## config.mk

```make
export PLATFORM = sky130hd
export DESIGN_NAME = rst_cause_ctrl
export DESIGN_NICKNAME = d
export VERILOG_FILES = /design/src/rtl/rcc_pkg.sv /design/src/rtl/rcc_src_gate.sv /design/src/rtl/rcc_capture.sv /design/src/rtl/rcc_regs.sv /design/src/rtl/rst_cause_ctrl.sv
export SDC_FILE = /design/constraint.sdc
export NUM_CORES = 1
export LEC_CHECK = 0
export ABC_AREA = 1
export CORE_UTILIZATION = 30
export DETAILED_ROUTE_END_ITERATION = 16
export PLACE_DENSITY = 0.75
export SLEW_MARGIN = 20
export SYNTH_ARGS = -nofsm -noshare
export SYNTH_HDL_FRONTEND = slang
export SYNTH_SLANG_ARGS = --single-unit
```

## constraint.sdc

```tcl
create_clock -name clk -period 1.92 [get_ports clk]
set_input_delay 0.192 -clock clk [delete_from_list [all_inputs] [get_ports clk]]
set_output_delay 0.192 -clock clk [all_outputs]
set_load 0.05 [all_outputs]
```

## src/rtl/rcc_pkg.sv

```systemverilog
package rcc_pkg;
  localparam int CODE_W    = 3;
  localparam int NUM_CODES = 1 << CODE_W;
  localparam int REG_W     = 32;

  // bit positions of the register fields
  localparam int B_COLD     = 31;
  localparam int B_WAKE_ANY = 15;
  localparam int B_WAKE_IO  = 14;
  localparam int B_EN_S     = 8;
  localparam int B_EN_R     = 7;
  localparam int B_EN_CORE  = 6;
  localparam int B_EN_CLK   = 5;
  localparam int B_CAUSE    = 1;

  typedef enum logic [CODE_W-1:0] {
    CAUSE_POR   = 3'd0,
    CAUSE_PIN   = 3'd1,
    CAUSE_BOD_S = 3'd2,
    CAUSE_BOD_R = 3'd4,
    CAUSE_CLK   = 3'd5,
    CAUSE_COLD  = 3'd6,
    CAUSE_WARM  = 3'd7
  } cause_e;

  typedef enum logic [1:0] {
    ST_ARMED = 2'd0,
    ST_HELD  = 2'd1,
    ST_COPY  = 2'd2
  } cap_st_e;

  typedef struct packed {
    logic bod_s;
    logic bod_r;
    logic bod_core;
    logic clk;
  } en_t;
endpackage

```

## src/rtl/rcc_src_gate.sv

```systemverilog
module rcc_src_gate
  import rcc_pkg::*;
(
  input  logic                  por_req,
  input  logic                  pin_req,
  input  logic                  bod_s,
  input  logic                  bod_r,
  input  logic                  bod_core,
  input  logic [2:0]            bod_ovr,
  input  logic                  clk_loss,
  input  logic                  hw_timeout,
  input  logic                  cold_pulse,
  input  logic                  warm_req,
  input  en_t                   en,
  output logic                  any_req,
  output logic [CODE_W-1:0]     top_cause
);
  logic [NUM_CODES-1:0] req_by_code;

  // gate each source, grouped by the code it reports
  always_comb begin
    req_by_code              = '0;
    req_by_code[CAUSE_POR]   = por_req;
    req_by_code[CAUSE_PIN]   = pin_req;
    req_by_code[CAUSE_BOD_S] = bod_s & (en.bod_s | bod_ovr[2]);
    req_by_code[CAUSE_BOD_R] = (bod_r & (en.bod_r | bod_ovr[1]))
                             | (bod_core & (en.bod_core | bod_ovr[0]));
    req_by_code[CAUSE_CLK]   = clk_loss & en.clk;
    req_by_code[CAUSE_COLD]  = hw_timeout | cold_pulse;
    req_by_code[CAUSE_WARM]  = warm_req;
  end

  assign any_req = |req_by_code;

  // lowest code wins
  always_comb begin
    top_cause = CAUSE_POR;
    for (int c = NUM_CODES - 1; c >= 0; c--) begin
      if (req_by_code[c]) top_cause = CODE_W'(c);
    end
  end
endmodule

```

## src/rtl/rcc_capture.sv

```systemverilog
module rcc_capture
  import rcc_pkg::*;
#(
  parameter int HOLD_TICKS = 2
) (
  input  logic              clk,
  input  logic              rst_n,
  input  logic              slow_tick,
  input  logic              any_req,
  input  logic [CODE_W-1:0] top_cause,
  output logic              sys_rst,
  output logic [CODE_W-1:0] cause,
  output logic [CODE_W-1:0] kept
);
  localparam int CNT_W = (HOLD_TICKS > 1) ? $clog2(HOLD_TICKS) : 1;
  localparam logic [CNT_W-1:0] CNT_LAST = CNT_W'(HOLD_TICKS - 1);

  cap_st_e           st_q, st_d;
  logic [CNT_W-1:0]  cnt_q, cnt_d;
  logic [CODE_W-1:0] cause_q, cause_d;
  logic [CODE_W-1:0] kept_q, kept_d;

  always_comb begin
    st_d    = st_q;
    cnt_d   = cnt_q;
    cause_d = cause_q;
    kept_d  = kept_q;
    case (st_q)
      ST_ARMED: begin
        if (any_req) begin
          st_d    = ST_HELD;
          cause_d = top_cause;
          cnt_d   = '0;
        end
      end
      ST_HELD: begin
        if (any_req) begin
          cnt_d = '0;
        end else if (slow_tick) begin
          if (cnt_q == CNT_LAST) begin
            st_d  = ST_COPY;
            cnt_d = '0;
          end else begin
            cnt_d = cnt_q + 1'b1;
          end
        end
      end
      ST_COPY: begin
        if (any_req) begin
          st_d    = ST_HELD;
          cause_d = CAUSE_POR;
          cnt_d   = '0;
        end else if (slow_tick) begin
          kept_d = cause_q;
          st_d   = ST_ARMED;
        end
      end
      default: st_d = ST_ARMED;
    endcase
  end

  always_ff @(posedge clk or negedge rst_n) begin
    if (!rst_n) begin
      st_q    <= ST_ARMED;
      cnt_q   <= '0;
      cause_q <= CAUSE_POR;
      kept_q  <= CAUSE_POR;
    end else begin
      st_q    <= st_d;
      cnt_q   <= cnt_d;
      cause_q <= cause_d;
      kept_q  <= kept_d;
    end
  end

  assign sys_rst = (st_q == ST_HELD);
  assign cause   = cause_q;
  assign kept    = kept_q;
endmodule

```

## src/rtl/rcc_regs.sv

```systemverilog
module rcc_regs
  import rcc_pkg::*;
(
  input  logic              clk,
  input  logic              rst_n,
  input  logic              we,
  input  logic [REG_W-1:0]  wdata,
  input  logic [CODE_W-1:0] cause,
  input  logic              wake_any,
  input  logic              wake_io,
  input  logic              pad_sleep_dis,
  output en_t               en,
  output logic              cold_pulse,
  output logic [REG_W-1:0]  rdata
);
  en_t  en_q, en_d;
  logic cold_q, cold_d;
  logic wk_any_q, wk_any_d;
  logic wk_io_q, wk_io_d;
  logic unused_wbits;

  assign unused_wbits = ^{wdata[B_COLD-1:B_EN_S+1], wdata[B_EN_CLK-1:0]};

  always_comb begin
    en_d   = en_q;
    cold_d = we & wdata[B_COLD];
    if (we) begin
      en_d.bod_s    = wdata[B_EN_S];
      en_d.bod_r    = wdata[B_EN_R];
      en_d.bod_core = wdata[B_EN_CORE];
      en_d.clk      = wdata[B_EN_CLK];
    end
    wk_any_d = pad_sleep_dis ? 1'b0 : (wk_any_q | wake_any);
    wk_io_d  = pad_sleep_dis ? 1'b0 : (wk_io_q | wake_io);
  end

  always_ff @(posedge clk or negedge rst_n) begin
    if (!rst_n) begin
      en_q     <= '{bod_s: 1'b1, bod_r: 1'b1, bod_core: 1'b1, clk: 1'b0};
      cold_q   <= 1'b0;
      wk_any_q <= 1'b0;
      wk_io_q  <= 1'b0;
    end else begin
      en_q     <= en_d;
      cold_q   <= cold_d;
      wk_any_q <= wk_any_d;
      wk_io_q  <= wk_io_d;
    end
  end

  always_comb begin
    rdata                            = '0;
    rdata[B_WAKE_ANY]                = wk_any_q;
    rdata[B_WAKE_IO]                 = wk_io_q;
    rdata[B_EN_S]                    = en_q.bod_s;
    rdata[B_EN_R]                    = en_q.bod_r;
    rdata[B_EN_CORE]                 = en_q.bod_core;
    rdata[B_EN_CLK]                  = en_q.clk;
    rdata[B_CAUSE+CODE_W-1:B_CAUSE]  = cause;
  end

  assign en         = en_q;
  assign cold_pulse = cold_q;
endmodule

```

## src/rtl/rst_cause_ctrl.sv

```systemverilog
module rst_cause_ctrl
  import rcc_pkg::*;
#(
  parameter int HOLD_TICKS = 2
) (
  input  logic        clk,
  input  logic        rst_n,
  input  logic        slow_tick,
  input  logic        por_req,
  input  logic        pin_req,
  input  logic        bod_s,
  input  logic        bod_r,
  input  logic        bod_core,
  input  logic [2:0]  bod_ovr,
  input  logic        clk_loss,
  input  logic        hw_timeout,
  input  logic        warm_req,
  input  logic        wake_any,
  input  logic        wake_io,
  input  logic        pad_sleep_dis,
  input  logic        reg_we,
  input  logic [31:0] reg_wdata,
  output logic [31:0] reg_rdata,
  output logic        sys_rst,
  output logic [2:0]  kept_cause
);
  en_t               en;
  logic              cold_pulse;
  logic              any_req;
  logic [CODE_W-1:0] top_cause;
  logic [CODE_W-1:0] cause;

  rcc_regs u_regs (
    .clk(clk), .rst_n(rst_n), .we(reg_we), .wdata(reg_wdata),
    .cause(cause), .wake_any(wake_any), .wake_io(wake_io),
    .pad_sleep_dis(pad_sleep_dis), .en(en), .cold_pulse(cold_pulse),
    .rdata(reg_rdata)
  );

  rcc_src_gate u_gate (
    .por_req(por_req), .pin_req(pin_req), .bod_s(bod_s), .bod_r(bod_r),
    .bod_core(bod_core), .bod_ovr(bod_ovr), .clk_loss(clk_loss),
    .hw_timeout(hw_timeout), .cold_pulse(cold_pulse), .warm_req(warm_req),
    .en(en), .any_req(any_req), .top_cause(top_cause)
  );

  rcc_capture #(.HOLD_TICKS(HOLD_TICKS)) u_cap (
    .clk(clk), .rst_n(rst_n), .slow_tick(slow_tick), .any_req(any_req),
    .top_cause(top_cause), .sys_rst(sys_rst), .cause(cause),
    .kept(kept_cause)
  );
endmodule

```

==> metrics.cfg <==
[status]
outcome = complete, no violations

[timing]
worst_pin_slew_ns = 0.5060
tns_ns = 0
finalWorstSetupSlack_ns = 0.06864
whs_ns = 0.2008
period_minus_slack_ns = 1.851
rsz0062_at_grt = false
slew_headroom = 0.6616
fin_crit_sh = 0.9643
finalHoldViolCount = 0
fmax_mhz = 540.1
final_max_slew_viol_count = 0
final.setup_skew_ns = 0.007192
setup_viol = 0

[floorplan]
std_cell_rows = 21
initial_core_util = 0.3153
die_h_um = 61.23
die_x_um = 61.23
io_pins = 86
die-area_mm2 = 0.003749
design.core.area_mm2 = 0.003337

[clock_tree]
cts_resized = 0
ctsHoldBuffers = 0
cts_sinks = 16
clk_latency_ns = 0.29
cts_root_buf = clkbuf_4
numCtsBuffers = 3
clkTransAtPathRegs_ns = 0.10
cts_setup_buffers = 0
htreeDepth = 1
clk_path_buf_depth = 2
cts_tree = yes

[finish]
fillers = 339
nNetsFinal = 207
n_antenna_cell = 0
final_cell_area_mm2 = 0.001396
fin_util = 0.4184
area_delta_synth_final_pct = 32.70
drive_gt1_frac = 0.1795
layout.cells.non_filler = 202

[synthesis]
synth_edf_count = 0
yosys.area.top_type = dfrtp_1
ys_warn_count = 0
yosysUniqueCellTypes = 24
ys_seq_elements = 16
yosysMostFrequentCell = buf_4
synth_top_area_share = 0.3092
syn_area_mm2 = 0.001052
synthArstFlopShare = 1.000
syn_inst = 119
yosys-top-cells-count = buf_4, nand2_1, dfrtp_1, inv_1, nor2_1
synth_area_leaders = dfrtp_1, buf_4, dfstp_2
yosysSeqAreaShare = 0.3841
ys.flop_type = dfrtp_1
avgSynthCellArea_um2 = 8.843

[critical_path]
required_ns = 1.73
critical_path_buf_inv_count = 1
crit_arrival_ns = 1.66
worstSetupPathType = reg2out
critical_path_peak_fanout = 3
critical-path-top-delay-family = buffers and inverters
critPathLaunchType = flip-flop
cp-end-kind = output port
critical-path-max-stage-delay_ns = 0.80
slowest_stage = clkdlybuf4s50_1
crit_chain = clkdlybuf4s50_1

[drt]
wl_per_cell_um = 9.035
vias = 787
drt-total-wl_um = 1825
via_per_inst = 3.896
drc = 0
drtIter0Drc = 29
firstDrtPassIters = 4
drt.antenna.violating_nets = 0

[grt]
grt_usage = 0.1185
antenna_found_initial = 0
grt_overflow = 0
grt_pass1_wl_um = 3263
grt_max_degree = 17
grt_pass1_vias = 748

[power]
power.total_mw = 1.323
max-vdd-ir-drop_mv = 0.3881
leakagePower_nw = 0.6540
power_density_mw_per_mm2 = 947.5

[placement]
place_congestion = 0.7717
port_buffers = 35
placed_cell_area_mm2 = 0.001360
dpl_worst_slack_ns = 0.3663
post-place-cells = 198
dpl.hpwl_um = 1463

[hold_path]
hold_class = in2async

[job]
maxCapViolations = 0

[metal layers]
| metal | vias to the layer above | track usage | wire length [um] |
|---|---|---|---|
| met3 | 2 | 0.04412 | 148 |
| met1 | 345 | 0.1451 | 796 |
| met5 | - | 0 | 0 |
| li1 | 402 | - | - |
| met2 | 38 | 0.2019 | 866 |
| met4 | 0 | 0.01948 | 13 |
[power breakdown]
group	internal [mW]	switching, mW	total [mW]
Sequential	0.398	0.0541	0.452
Combinational	0.193	0.448	0.640
Clock	0.116	0.115	0.231
Total	0.706	0.617	1.32
[registers in the layout, summed over array words and instances (netlist names)]
name	cells
u_regs.en	4
u_cap.cause	3
u_cap.kept	3
u_cap.st_q	2
u_cap.cnt_q	1
u_regs.cold_pulse	1
u_regs.wk_any_q	1
u_regs.wk_io_q	1
[logic make-up after synthesis]
family	count (synthesis)	share of synthesized area
muxes	4	0.04280
and+or+nand+nor	49	0.2747
buffers and inverters	36	0.2176
DFF	16	0.3841
other	1	0.003564
AOI/OAI and AO/OA	13	0.07728
[final timing paths]
kind,from,end,cells after the start,slack (ns)
worst max-delay path,u_regs.en[3],reg_rdata[8],1,0.07
worst min-delay path,rst_n,u_regs.cold_pulse,2,0.20
worst max register to register,u_regs.en[2],u_cap.cause[1],6,0.64
worst min register to register,u_cap.kept[2],u_cap.kept[2],2,0.49
max in group asynchronous,rst_n,u_regs.en[3],2,1.47
min in group clk,reg_wdata[31],u_regs.cold_pulse,3,0.41
[layout make-up]
type / instances / area, um2 / share of cell area
multi-input cells: 89 / 501.7 / 0.3593
flip-flops and latches: 16 / 404.1 / 0.2894
repair buffers: 36 / 355.3 / 0.2545
well taps: 46 / 57.56 / 0.04122
inverters: 11 / 41.29 / 0.02957
clock buffers: 4 / 36.28 / 0.02599
[cell usage in the layout, fill, tap and decap left out, types with 3 or more instances in the layout]
master,netlist,routed
conb_1,1,23
nand2_1,21,21
nand3_1,5,5
clkbuf_4,0,3
dfrtp_1,13,13
dfstp_2,3,3
o21ai_1,5,5
inv_1,10,10
nand2_2,4,4
mux2_2,4,4
clkdlybuf4s50_1,0,34
o21ai_0,4,4
nor2_1,10,10
No activity file was read; power rests on OpenSTA's default activity.
